**config.mk**
```make
export PLATFORM = sky130hd
export DESIGN_NAME = sample_fifo
export DESIGN_NICKNAME = d
export VERILOG_FILES = /design/src/rtl/sbuf_pkg.sv /design/src/rtl/sbuf_ring.sv /design/src/rtl/sbuf_policy.sv /design/src/rtl/sample_fifo.sv
export SDC_FILE = /design/constraint.sdc
export NUM_CORES = 2
export LEC_CHECK = 0
export ABC_AREA = 0
export BUFFER_PORTS_ARGS = -buffer_cell sky130_fd_sc_hd__buf_2
export CORE_MARGIN = 2
export CORE_UTILIZATION = 40
export CTS_CLUSTER_DIAMETER = 50
export DETAILED_ROUTE_END_ITERATION = 6
export MAX_ROUTING_LAYER = met4
export PLACE_DENSITY = 0.64
export RECOVER_POWER = 100
export SLEW_MARGIN = 10
export SYNTH_ARGS = -nofsm -noshare
export SYNTH_HDL_FRONTEND = slang
export SYNTH_SLANG_ARGS = --single-unit
```
**constraint.sdc**
```tcl
create_clock -name clk -period 5.7 [get_ports clk]
set_input_delay 0.285 -clock clk [delete_from_list [all_inputs] [get_ports clk]]
set_output_delay 0.285 -clock clk [all_outputs]
set_load 0.02 [all_outputs]
```
**src/rtl/sbuf_pkg.sv**
```systemverilog
package sbuf_pkg;
    localparam int SAMPLE_W = 16;

    typedef enum logic [1:0] {
        MODE_SINGLE = 2'b00,
        MODE_HOLD   = 2'b01,
        MODE_STREAM = 2'b10,
        MODE_TRIG   = 2'b11
    } sbuf_mode_e;

    typedef struct packed {
        logic [SAMPLE_W-1:0] x;
        logic [SAMPLE_W-1:0] y;
        logic [SAMPLE_W-1:0] z;
    } triple_t;

    // Modes in which a write with no room displaces the oldest entry.
    function automatic logic displaces_oldest(sbuf_mode_e m, logic seen);
        return (m == MODE_SINGLE) || (m == MODE_STREAM) || (m == MODE_TRIG && !seen);
    endfunction
endpackage

```
**src/rtl/sbuf_ring.sv**
```systemverilog
module sbuf_ring #(
    parameter int DEPTH = 32,
    parameter int W     = 48,
    localparam int AW   = $clog2(DEPTH),
    localparam int FW   = $clog2(DEPTH + 1)
) (
    input  logic          clk,
    input  logic          rst,
    input  logic          flush,
    input  logic          push,
    input  logic          pop,
    input  logic [W-1:0]  din,
    output logic [W-1:0]  head,
    output logic [FW-1:0] fill
);
    logic [W-1:0]  mem [DEPTH];
    logic [AW-1:0] wptr, rptr;

    function automatic logic [AW-1:0] nxt(logic [AW-1:0] p);
        return (p == AW'(DEPTH - 1)) ? '0 : p + 1'b1;
    endfunction

    always_ff @(posedge clk) begin
        if (push) mem[wptr] <= din;
    end

    always_ff @(posedge clk) begin
        if (rst || flush) begin
            wptr <= '0;
            rptr <= '0;
            fill <= '0;
        end else begin
            if (push) wptr <= nxt(wptr);
            if (pop)  rptr <= nxt(rptr);
            fill <= fill + FW'(push) - FW'(pop);
        end
    end

    assign head = mem[rptr];


    no_overflow_chk: assert property (@(posedge clk) disable iff (rst)
        (push && !pop && !flush) |-> (fill < FW'(DEPTH)));

    no_underflow_chk: assert property (@(posedge clk) disable iff (rst)
        (pop && !flush) |-> (fill != '0));
endmodule

```
**src/rtl/sbuf_policy.sv**
```systemverilog
module sbuf_policy
    import sbuf_pkg::*;
#(
    parameter int CAP = 33,
    parameter int LW  = 5,
    localparam int CW = $clog2(CAP + 1)
) (
    input  sbuf_mode_e    mode,
    input  logic          seen,
    input  logic [CW-1:0] total,
    input  logic          head_valid,
    input  logic          wr,
    input  logic          pop,
    input  logic [LW-1:0] lvl,
    output logic          do_pop,
    output logic          add,
    output logic          replace,
    output logic          ovr_set
);
    logic [CW-1:0] limit, after, nxt_total;
    logic          room, may_rep;

    always_comb begin
        unique case (mode)
            MODE_SINGLE: limit = CW'(1);
            MODE_TRIG:   limit = seen ? CW'(CAP) : CW'(lvl);
            default:     limit = CW'(CAP);
        endcase
        do_pop    = pop && head_valid;
        after     = total - CW'(do_pop);
        room      = after < limit;
        may_rep   = displaces_oldest(mode, seen) && (limit != '0);
        add       = wr && (room || may_rep);
        replace   = wr && !room && may_rep;
        nxt_total = after + CW'(add) - CW'(replace);
        ovr_set   = (mode == MODE_SINGLE) ? replace
                                          : (add && nxt_total == CW'(CAP));
    end
endmodule

```
**src/rtl/sample_fifo.sv**
```systemverilog
module sample_fifo
    import sbuf_pkg::*;
#(
    parameter int DEPTH  = 32,
    parameter int LVL_W  = 5,
    localparam int CAP   = DEPTH + 1,
    localparam int CW    = $clog2(CAP + 1),
    localparam int RFW   = $clog2(DEPTH + 1),
    localparam int TW    = $bits(triple_t)
) (
    input  logic                clk,
    input  logic                rst,
    input  logic                smp_wr,
    input  logic [SAMPLE_W-1:0] smp_x,
    input  logic [SAMPLE_W-1:0] smp_y,
    input  logic [SAMPLE_W-1:0] smp_z,
    input  logic                host_pop,
    input  logic                trig_in,
    input  logic [1:0]          mode_sel,
    input  logic [LVL_W-1:0]    wm_level,
    output logic [SAMPLE_W-1:0] head_x,
    output logic [SAMPLE_W-1:0] head_y,
    output logic [SAMPLE_W-1:0] head_z,
    output logic [CW-1:0]       level,
    output logic                wm_flag,
    output logic                ovr_flag,
    output logic                trig_seen
);
    sbuf_mode_e     mode_in, mode_q;
    logic           flush;
    triple_t        wr_t, out_reg, ring_head_t;
    logic           out_v;
    logic [TW-1:0]  ring_head;
    logic [RFW-1:0] fill;
    logic           do_pop, add, replace, ovr_set, rm;
    logic           ring_push, ring_pop, ring_has;

    assign mode_in = sbuf_mode_e'(mode_sel);
    assign flush   = (mode_in != mode_q);
    assign wr_t    = '{x: smp_x, y: smp_y, z: smp_z};
    assign level   = CW'(fill) + CW'(out_v);

    sbuf_policy #(.CAP(CAP), .LW(LVL_W)) u_policy (
        .mode       (mode_q),
        .seen       (trig_seen),
        .total      (level),
        .head_valid (out_v),
        .wr         (smp_wr && !flush),
        .pop        (host_pop && !flush),
        .lvl        (wm_level),
        .do_pop     (do_pop),
        .add        (add),
        .replace    (replace),
        .ovr_set    (ovr_set)
    );

    assign rm        = do_pop || replace;
    assign ring_has  = (fill != '0);
    assign ring_pop  = rm && ring_has;
    assign ring_push = add && ((rm && ring_has) || (!rm && out_v));

    sbuf_ring #(.DEPTH(DEPTH), .W(TW)) u_ring (
        .clk   (clk),
        .rst   (rst),
        .flush (flush),
        .push  (ring_push),
        .pop   (ring_pop),
        .din   (wr_t),
        .head  (ring_head),
        .fill  (fill)
    );
    assign ring_head_t = triple_t'(ring_head);

    always_ff @(posedge clk) begin
        if (rst) begin
            mode_q    <= MODE_SINGLE;
            out_v     <= 1'b0;
            out_reg   <= '0;
            ovr_flag  <= 1'b0;
            trig_seen <= 1'b0;
        end else if (flush) begin
            mode_q    <= mode_in;
            out_v     <= 1'b0;
            ovr_flag  <= 1'b0;
            trig_seen <= 1'b0;
        end else begin
            if (rm) begin
                if (ring_has) begin
                    out_reg <= ring_head_t;
                end else if (add) begin
                    out_reg <= wr_t;
                end else begin
                    out_v   <= 1'b0;
                end
            end else if (add && !out_v) begin
                out_reg <= wr_t;
                out_v   <= 1'b1;
            end
            if (do_pop)       ovr_flag <= 1'b0;
            else if (ovr_set) ovr_flag <= 1'b1;
            if (mode_q == MODE_TRIG && trig_in) trig_seen <= 1'b1;
        end
    end

    assign head_x  = out_reg.x;
    assign head_y  = out_reg.y;
    assign head_z  = out_reg.z;
    assign wm_flag = (level >= CW'(wm_level));


    level_cap_chk: assert property (@(posedge clk) disable iff (rst)
        level <= CW'(CAP));

    single_level_chk: assert property (@(posedge clk) disable iff (rst)
        (mode_q == MODE_SINGLE) |-> (level <= CW'(1)));

    hold_full_chk: assert property (@(posedge clk) disable iff (rst)
        (mode_q == MODE_HOLD && !flush && level == CW'(CAP) && smp_wr)
        |=> (level == CW'(CAP)));

    trig_mode_chk: assert property (@(posedge clk) disable iff (rst)
        trig_seen |-> (mode_q == MODE_TRIG));

    overrun_keep_chk: assert property (@(posedge clk) disable iff (rst)
        (ovr_flag && !host_pop && !flush) |=> ovr_flag);

    pretrig_limit_chk: assert property (@(posedge clk) disable iff (rst)
        (mode_q == MODE_TRIG && !trig_seen && !flush && $stable(wm_level)
         && level <= CW'(wm_level)) |=> (level <= CW'(wm_level)));
endmodule

```
Word-level counts from Yosys, hierarchy flattened
Memory sizes are Yosys's and may differ from the RTL's. A register that Yosys moved wholly into a read port is not among the register bits.
Cells that the tools add are included.
{"block": "word_totals", "reg_bits": 69, "latchBits": 0, "mem_bits_rw": 1536, "mem_bits_ro": 0, "input_bits": 60, "out_inout_bits": 57, "elab_cells": 81, "n_memories": 1}
{"memory": "u_ring.mem", "words": 32, "word_bits": 48, "read_ports": 1, "rd_ports_with_merged_regs": 1, "write_ports": 1, "line_no": "sbuf_ring.sv:16", "source": "logic [W-1:0] mem [DEPTH];"}
{"block": "classes", "add_sub_neg": 8, "multipliers": 0, "div": 0, "n_lt_le_gt_ge": 2, "eq_ne": 9, "shift": 0, "n_mux": 17, "n_bitwise": 1, "n_reduce_logical": 33}
{"operator": "48-bit two-way mux", "n": 4}
{"operator": "5-bit two-way mux", "n": 4}
{"operator": "6-bit by 1-bit adder with 6-bit output", "n": 3}
{"operator": "6-bit by 1-bit subtractor with 6-bit output", "n": 3}
{"operator": "1-bit logical AND", "n": 14}
{"operator": "6-bit one-hot mux with 2 select lines", "n": 1}
{"operator": "6-bit nonzero test", "n": 2}
{"operator": "5-bit by 1-bit adder with 5-bit output (second input constant)", "n": 2}
{"operator": "5-bit == test (second input constant)", "n": 2}
{"operator": "1-bit two-way mux", "n": 7}
{"operator": "6-bit == test (second input constant)", "n": 1}
{"operator": "6-bit by 5-bit greater-or-equal comparator with 1-bit output", "n": 1}
{"operator": "1-bit logical OR", "n": 6}
{"operator": "6-bit less-than comparator", "n": 1}
{"operator": "6-bit two-way mux", "n": 1}
{"operator": "3-bit AND reduction", "n": 2}
{"operator": "1-bit logical NOT", "n": 5}
{"operator": "2-bit == test (second input constant)", "n": 2}
{"operator": "2-bit inequality test (second input constant)", "n": 2}
{"operator": "3-bit by 2-bit inequality test with 1-bit output (second input constant)", "n": 1}
{"operator": "3-bit OR reduction", "n": 1}
{"operator": "2-bit logical NOT", "n": 1}
{"operator": "2-bit inequality test", "n": 1}
{"operator": "2-bit nonzero test", "n": 1}
{"operator": "other kinds (2)", "n": 2}

Longest topological paths before layout
{"block": "depth", "ltp_word": 16, "mapped_depth": 26, "ltp_nobuf": 25}

Hierarchy
Synthesis repeated with hierarchy kept, for this count alone.
{"block": "hier_totals", "hier_cells": 3351, "area_unflattened_um2": 63248.2}
{"mod": "sbuf_ring", "instances": 1, "cells_per_inst": 2986, "area_per_inst_um2": 59823.6, "seq_area_each_um2": 46544.6}
{"mod": "sample_fifo", "instances": 1, "cells_per_inst": 273, "area_per_inst_um2": 2743.9, "seq_area_each_um2": 1061.0}
{"mod": "sbuf_policy", "instances": 1, "cells_per_inst": 92, "area_per_inst_um2": 680.7, "seq_area_each_um2": 0.0}

Worst setup path before layout
Ideal clock, no wire load.
{"block": "synth_timing", "path_kind": "register to register", "startpoint": "register mode_q[1]", "endpoint": "memory u_ring.mem[28][0], enable pin", "setup_time_ns": 0.454, "arrival_time_ns": 5.498, "t_required_ns": 5.246, "setup_slack_ns": -0.252, "stages_incl_launch_ff": 17, "path_buffers": 2, "period_less_slack_ns": 5.952, "path_cell_list": "dfxtp_1 -> xor2_1 -> nor2_1 -> and3_1 -> clkbuf_1 -> ha_1 -> ha_1 -> xor2_1 -> ha_1 -> a41oi_1 -> nand2_1 -> maj3_2 -> a31oi_4 -> mux2i_1 -> buf_2 -> nand2_1 -> nor2_1"}
{"block": "synth_via", "elab_chain_len": 16, "elab_cells_between_ends": 29, "cone_classes": "add/sub: 1; order compare: 1; eq/ne: 3; mux: 3; reduce/logical: 21"}
{"element": "start, declared", "line_no": "sample_fifo.sv:29", "source": "sbuf_mode_e mode_in, mode_q;"}
{"element": "start signal, assigned", "line_no": "sample_fifo.sv:82", "source": "mode_q <= mode_in;"}
{"element": "2-bit inequality test", "line_no": "sample_fifo.sv:39", "source": "assign flush = (mode_in != mode_q);"}
{"element": "1-bit logical NOT", "line_no": "sample_fifo.sv:48, sample_fifo.sv:49"}
{"element": "1-bit logical AND", "line_no": "sample_fifo.sv:49", "source": ".pop (host_pop && !flush),"}
{"element": "1-bit logical AND", "line_no": "sbuf_policy.sv:29", "source": "do_pop = pop && head_valid;"}
{"element": "6-bit by 1-bit subtractor with 6-bit output", "line_no": "sbuf_policy.sv:30", "source": "after = total - CW'(do_pop);"}
{"element": "6-bit less-than comparator", "line_no": "sbuf_policy.sv:31", "source": "room = after < limit;"}
{"element": "1-bit logical NOT", "line_no": "sbuf_policy.sv:34", "source": "replace = wr && !room && may_rep;"}
{"element": "1-bit logical AND (2 in series)", "line_no": "sbuf_policy.sv:34"}
{"element": "1-bit logical OR", "line_no": "sample_fifo.sv:57", "source": "assign rm = do_pop || replace;"}
{"element": "1-bit logical NOT", "line_no": "sample_fifo.sv:60", "source": "assign ring_push = add && ((rm && ring_has) || (!rm && out_v));"}
{"element": "1-bit logical AND", "line_no": "sample_fifo.sv:60"}
{"element": "1-bit logical OR", "line_no": "sample_fifo.sv:60"}
{"element": "1-bit logical AND (*)", "line_no": "sample_fifo.sv:60"}
{"element": "net ring_push", "line_no": "sample_fifo.sv:36", "source": "logic ring_push, ring_pop, ring_has;"}
{"element": "1-bit two-way mux (*)", "line_no": "sbuf_ring.sv:24", "source": "if (push) mem[wptr] <= din;"}
{"element": "1-bit two-way mux (not written as such) (*)", "line_no": "sbuf_ring.sv:24"}
{"element": "end, declared", "line_no": "sbuf_ring.sv:16"}
Mark *: on every way through the listed nets, which the timed path passes. The rest lies on a longest branch.

Worst setup path in the final report
{"block": "layout_timing", "startpoint": "register mode_q[1]", "endpoint": "register ovr_flag"}
{"block": "layout_via", "elab_chain_len": 13, "elab_cells_between_ends": 27, "cone_classes": "add/sub: 3; order compare: 1; eq/ne: 4; mux: 2; reduce/logical: 17"}
{"element": "2-bit inequality test", "line_no": "sample_fifo.sv:39"}
{"element": "1-bit logical NOT", "line_no": "sample_fifo.sv:48, sample_fifo.sv:49"}
{"element": "1-bit logical AND", "line_no": "sample_fifo.sv:49"}
{"element": "1-bit logical AND", "line_no": "sbuf_policy.sv:29"}
{"element": "6-bit by 1-bit subtractor with 6-bit output", "line_no": "sbuf_policy.sv:30"}
{"element": "6-bit less-than comparator", "line_no": "sbuf_policy.sv:31"}
{"element": "1-bit logical OR / 1-bit logical NOT (equally long branches)", "line_no": "sbuf_policy.sv:33, sbuf_policy.sv:34"}
{"element": "1-bit logical AND (on tied branches)", "line_no": "sbuf_policy.sv:33, sbuf_policy.sv:34"}
{"element": "6-bit by 1-bit adder with 6-bit output / 1-bit logical AND (equally long branches)", "line_no": "sbuf_policy.sv:35, sbuf_policy.sv:34"}
{"element": "6-bit by 1-bit subtractor with 6-bit output", "line_no": "sbuf_policy.sv:35", "source": "nxt_total = after + CW'(add) - CW'(replace);"}
{"element": "6-bit == test", "line_no": "sbuf_policy.sv:37", "source": ": (add && nxt_total == CW'(CAP));"}
{"element": "1-bit logical AND", "line_no": "sbuf_policy.sv:37"}
{"element": "1-bit two-way mux", "line_no": "sbuf_policy.sv:36", "source": "ovr_set = (mode == MODE_SINGLE) ? replace"}
{"element": "end signal, assigned", "line_no": "sample_fifo.sv:79", "source": "ovr_flag <= 1'b0;"}
{"element": "end signal, assigned", "line_no": "sample_fifo.sv:84", "source": "ovr_flag <= 1'b0;"}
{"element": "end signal, assigned", "line_no": "sample_fifo.sv:99", "source": "if (do_pop) ovr_flag <= 1'b0;"}
{"element": "end, declared", "line_no": "sample_fifo.sv:26", "source": "output logic ovr_flag,"}
Parallel ways exist; a longest one is shown, timed or not.
A chain may end at the register's enable or synchronous reset.

==> results.sh <==
export IMPL_status="finished with violations"
export IMPL_violations="capacitance limit, slew limit"
export IMPL_top_level_ports=117
export IMPL_ys_flop_type="edfxtp_1"
export IMPL_synth_cell_types=60
export IMPL_cp_arrival_ns=6.01
export IMPL_cts_tree="built"
export IMPL_combPwrFrac_pct=1.6
export IMPL_yosys_area_top_type="edfxtp_1"
export IMPL_max_freq_ghz=0.187
export IMPL_worstMarginPinSlew_ns=1.79
export IMPL_r2r_cells=25
export IMPL_finClkSkew_ns=0.0482
export IMPL_multi_input_area_sq_um=13700
export IMPL_syn_avg_cell_area_sq_um=22.5
export IMPL_finalMaxSlewViolations=748
export IMPL_finalHoldViolCount=0
export IMPL_synth_compound_area_share_pct=3.33
export IMPL_final_antenna_net_count=0
export IMPL_crit_type="register to register"
export IMPL_critPathBufInv=4
export IMPL_async_flop_share_pct=0
export IMPL_clock_power_share_pct=44.9
export IMPL_syn_cell_area_sq_um=61800
export IMPL_drc=0
export IMPL_timing_rr_end="ovr_flag$_SDFFE_PP0P_"
export IMPL_total_power_mw=24.3
export IMPL_synth_edf_count=1536
export IMPL_hold_path_end="mode_q[1]$_SDFFE_PP0P_"
export IMPL_drt_initial_drc_count=3100
export IMPL_synth_top_family_by_area="multiplexers"
export IMPL_critPathCaptureType="register"
export IMPL_required_ns=6.37
export IMPL_fin_util_pct=46.7
export IMPL_fp_dieH_um=397
export IMPL_portBuffers=116
export IMPL_grt_overflow=0
export IMPL_r2r_slack_ns=0.36
export IMPL_power_density_nw_per_um2=339
export IMPL_grt_pass1_vias=30324
export IMPL_hp_start="rst"
export IMPL_max_slew_margin_pct=-19.1
export IMPL_regArea_sq_um=47600
export IMPL_num_rows=144
export IMPL_area_growth_pct=16.1
export IMPL_p_seq_share_pct=53.4
export IMPL_power_switching_mw=4.94
export IMPL_peakVddDrop_mv=0.236
export IMPL_antenna_found_initial=6
export IMPL_ys_seq_elements=1610
export IMPL_clock_sinks=1610
export IMPL_synth_mux_area_share_pct=15.8
export IMPL_critPathMostFrequentCell="ha_1"
export IMPL_grt_pass1_wl_um=217000
export IMPL_period_minus_slack_ns=5.34
export IMPL_p_leak_nw=21.8
export IMPL_fillers=12488
export IMPL_dr_pass1_iters=5
export IMPL_synthDominantCellAreaShare_pct=74.7
export IMPL_hold_class="input port to register"
export IMPL_cp_top_family="adder cells"
export IMPL_cts_buffer_depth=3
export IMPL_layout_nets=3119
export IMPL_mappedNetlistNets=2845
export IMPL_clkTransAtPathRegs_ns=0.04
export IMPL_root_buffer="clkbuf_16"
export IMPL_regToRegStartpoint="mode_q[1]$_SDFFE_PP0P_"
export IMPL_drv_cap=22
export IMPL_crit_path_max_fanout=5
export IMPL_setup_viol=0
export IMPL_swShare_pct=20.3
export IMPL_clock_latency_ns=0.81
export IMPL_initial_core_util_pct=40.2
export IMPL_max_stage_delay_ns=0.46
export IMPL_fin_crit_sh_pct=93.8
export IMPL_yosys_area_share_simple_pct=1.44
export IMPL_cts_buffers=171
export IMPL_p_int_mw=19.4
export IMPL_ys_seq_area_share_pct=77.1
export IMPL_synth_xor_area_share_pct=0.265
export IMPL_yosysWarnings=0
export IMPL_synthAdderAreaFrac_pct=0.833
export IMPL_cp_start_kind="register"
export IMPL_grt_usage_pct=19.7
export IMPL_place_hpwl_um=83700
export IMPL_routabilityCongestion=0.781
export IMPL_ys_top_cells_by_area="edfxtp_1 (75%), mux4_2 (16%), dfxtp_1 (2.4%)"
export IMPL_grt_max_degree=69
export IMPL_wl_per_cell_um=28.8
export IMPL_die_area_sq_um=158000
export IMPL_min_path_cells=2
export IMPL_via_per_inst=5.70
export IMPL_fp_dieW_um=397
export IMPL_drive_gt1_share_pct=29.3
export IMPL_core_sq_um=154000
export IMPL_syn_inst=2746
export IMPL_cp_slowest_cell="fa_1"
export IMPL_htreeDepth=4
export IMPL_vias=29678
export IMPL_wirelength_um=150000
[worst max-delay path by stage]
stage                           startpoint                     endpoint  slack (ns)  cells after the start
finish              mode_q[1]$_SDFFE_PP0P_        ovr_flag$_SDFFE_PP0P_        0.36                     25
global route        mode_q[1]$_SDFFE_PP0P_        ovr_flag$_SDFFE_PP0P_       -0.01                     25
CTS                 mode_q[0]$_SDFFE_PP0P_        ovr_flag$_SDFFE_PP0P_        0.27                     24
detailed placement             mode_sel[0]        ovr_flag$_SDFFE_PP0P_        0.28                     25
global placement               mode_sel[0]        ovr_flag$_SDFFE_PP0P_        0.32                     25
floorplan           mode_q[1]$_SDFFE_PP0P_  u_ring.mem[28][0]$_DFFE_PP_       -0.25                     16
[stage by stage]
stage / worst slack [ns] / hold WS (ns) / area (sq um) / TNS, ns / cells
after floorplan: -0.252 / 0.384 / 61800 / -174.96 / 2746
after CTS: 0.273 / 0.000662 / 71700 / 0 / 5201
after detailed placement: 0.280 / 0.505 / 65900 / 0 / 4856
after global routing: -0.0147 / 0.0320 / 71700 / -0.0147 / 5206
final: 0.356 / 0.0714 / 71700 / 0 / 5206
after global placement: 0.322 / 0.492 / 65900 / 0 / 4856
[routing by layer]
layer | up-vias | part of all wire [%] | global-route usage, %
met4 | 0 | 2.8 | 6.06
li1 | 12308 | - | -
met3 | 242 | 7.4 | 4.02
met2 | 1173 | 49 | 30.7
met1 | 15955 | 41 | 26.2
met5 | - | 0 | -
[final cells by class]
class                   instances  share of cell area, %
flip-flops and latches       1610                   66.4
multi-input cells             950                   19.1
clock buffers                 215                   6.23
well taps                    2044                   3.57
repair buffers                258                   3.05
clock inverters                96                   1.47
inverters                      29                  0.152
diodes                          4                 0.0140
[registers in the layout, indices dropped and copies added, names as in the netlist, named ones only]
name	count
trig_seen	1
out_v	1
head_x	16
ovr_flag	1
mode_q	2
u_ring.mem	1536
u_ring.rptr	5
u_ring.fill	6
u_ring.wptr	5
head_y	16
head_z	16
[cells by family after synthesis]
logic type	count (synthesis)
AO/OA/AOI/OAI	284
XOR/XNOR	17
adder cells (fa/ha/maj)	40
buffers and inverters	186
flip-flops	1610
multiplexers	435
AND/OR/NAND/NOR	174
[cells in the mapped netlist (2+ instances only)]
cell type and n:
o31ai_1 2, a22oi_1 96, nor4b_1 2, o221a_1 20, nand3_1 58, a32o_1 2
buf_6 3, o21ai_0 56, and2_1 4, ha_1 37, nand4_1 2, nand2_1 17
inv_1 29, nor2_1 49, buf_1 28, nor3_1 5, edfxtp_1 1536, or3_1 2
buf_2 34, nor2b_1 9, mux2i_1 3, nor3b_1 2, a21o_1 4, xor2_1 7
fa_1 2, xnor2_1 8, and3_1 4, o21bai_1 2, or3b_2 2, o221a_2 28
a21oi_1 61, nand2b_1 4, buf_4 2, mux4_2 432, nand3b_1 7, dfxtp_1 74
clkbuf_1 90
[power groups by stage]
stage                     clock [mW]  sequential, mW  combinational, mW
after floorplan                    0            13.3             0.0817
after global placement             0            13.2              0.378
after detailed placement           0            13.2              0.390
after CTS                       11.1            13.0              0.409
after global routing            11.6            13.0              0.432
final                           10.9            13.0              0.397
[timing repair]
action / 4_1_cts / 5_1_grt
gates resized for setup: 0 / 3
hold endpoints to repair: 567 / 0
hold buffers: 34 / 0
setup buffers: 0 / 1
setup endpoints to repair: 0 / 1
[layout by cell type (no fill, tap or decap), types with 8 or more instances in the layout]
| master | Yosys | routed |
|---|---|---|
| a21oi_1 | 61 | 60 |
| a22oi_1 | 96 | 96 |
| buf_12 | 0 | 41 |
| buf_2 | 34 | 65 |
| buf_4 | 2 | 68 |
| bufinv_16 | 0 | 16 |
| clkbuf_1 | 90 | 93 |
| clkbuf_16 | 0 | 172 |
| clkinv_1 | 0 | 34 |
| clkinv_2 | 0 | 15 |
| dfxtp_1 | 74 | 69 |
| dlygate4sd3_1 | 0 | 34 |
| edfxtp_1 | 1536 | 1536 |
| ha_1 | 37 | 37 |
| inv_1 | 29 | 29 |
| inv_6 | 0 | 12 |
| mux4_2 | 432 | 432 |
| nand2_1 | 17 | 17 |
| nand3_1 | 58 | 58 |
| nor2_1 | 49 | 16 |
| nor2_4 | 0 | 33 |
| o21ai_0 | 56 | 56 |
| o221a_1 | 20 | 20 |
| o221a_2 | 28 | 28 |
| xnor2_1 | 8 | 8 |
(Power assumes the default switching activity.)
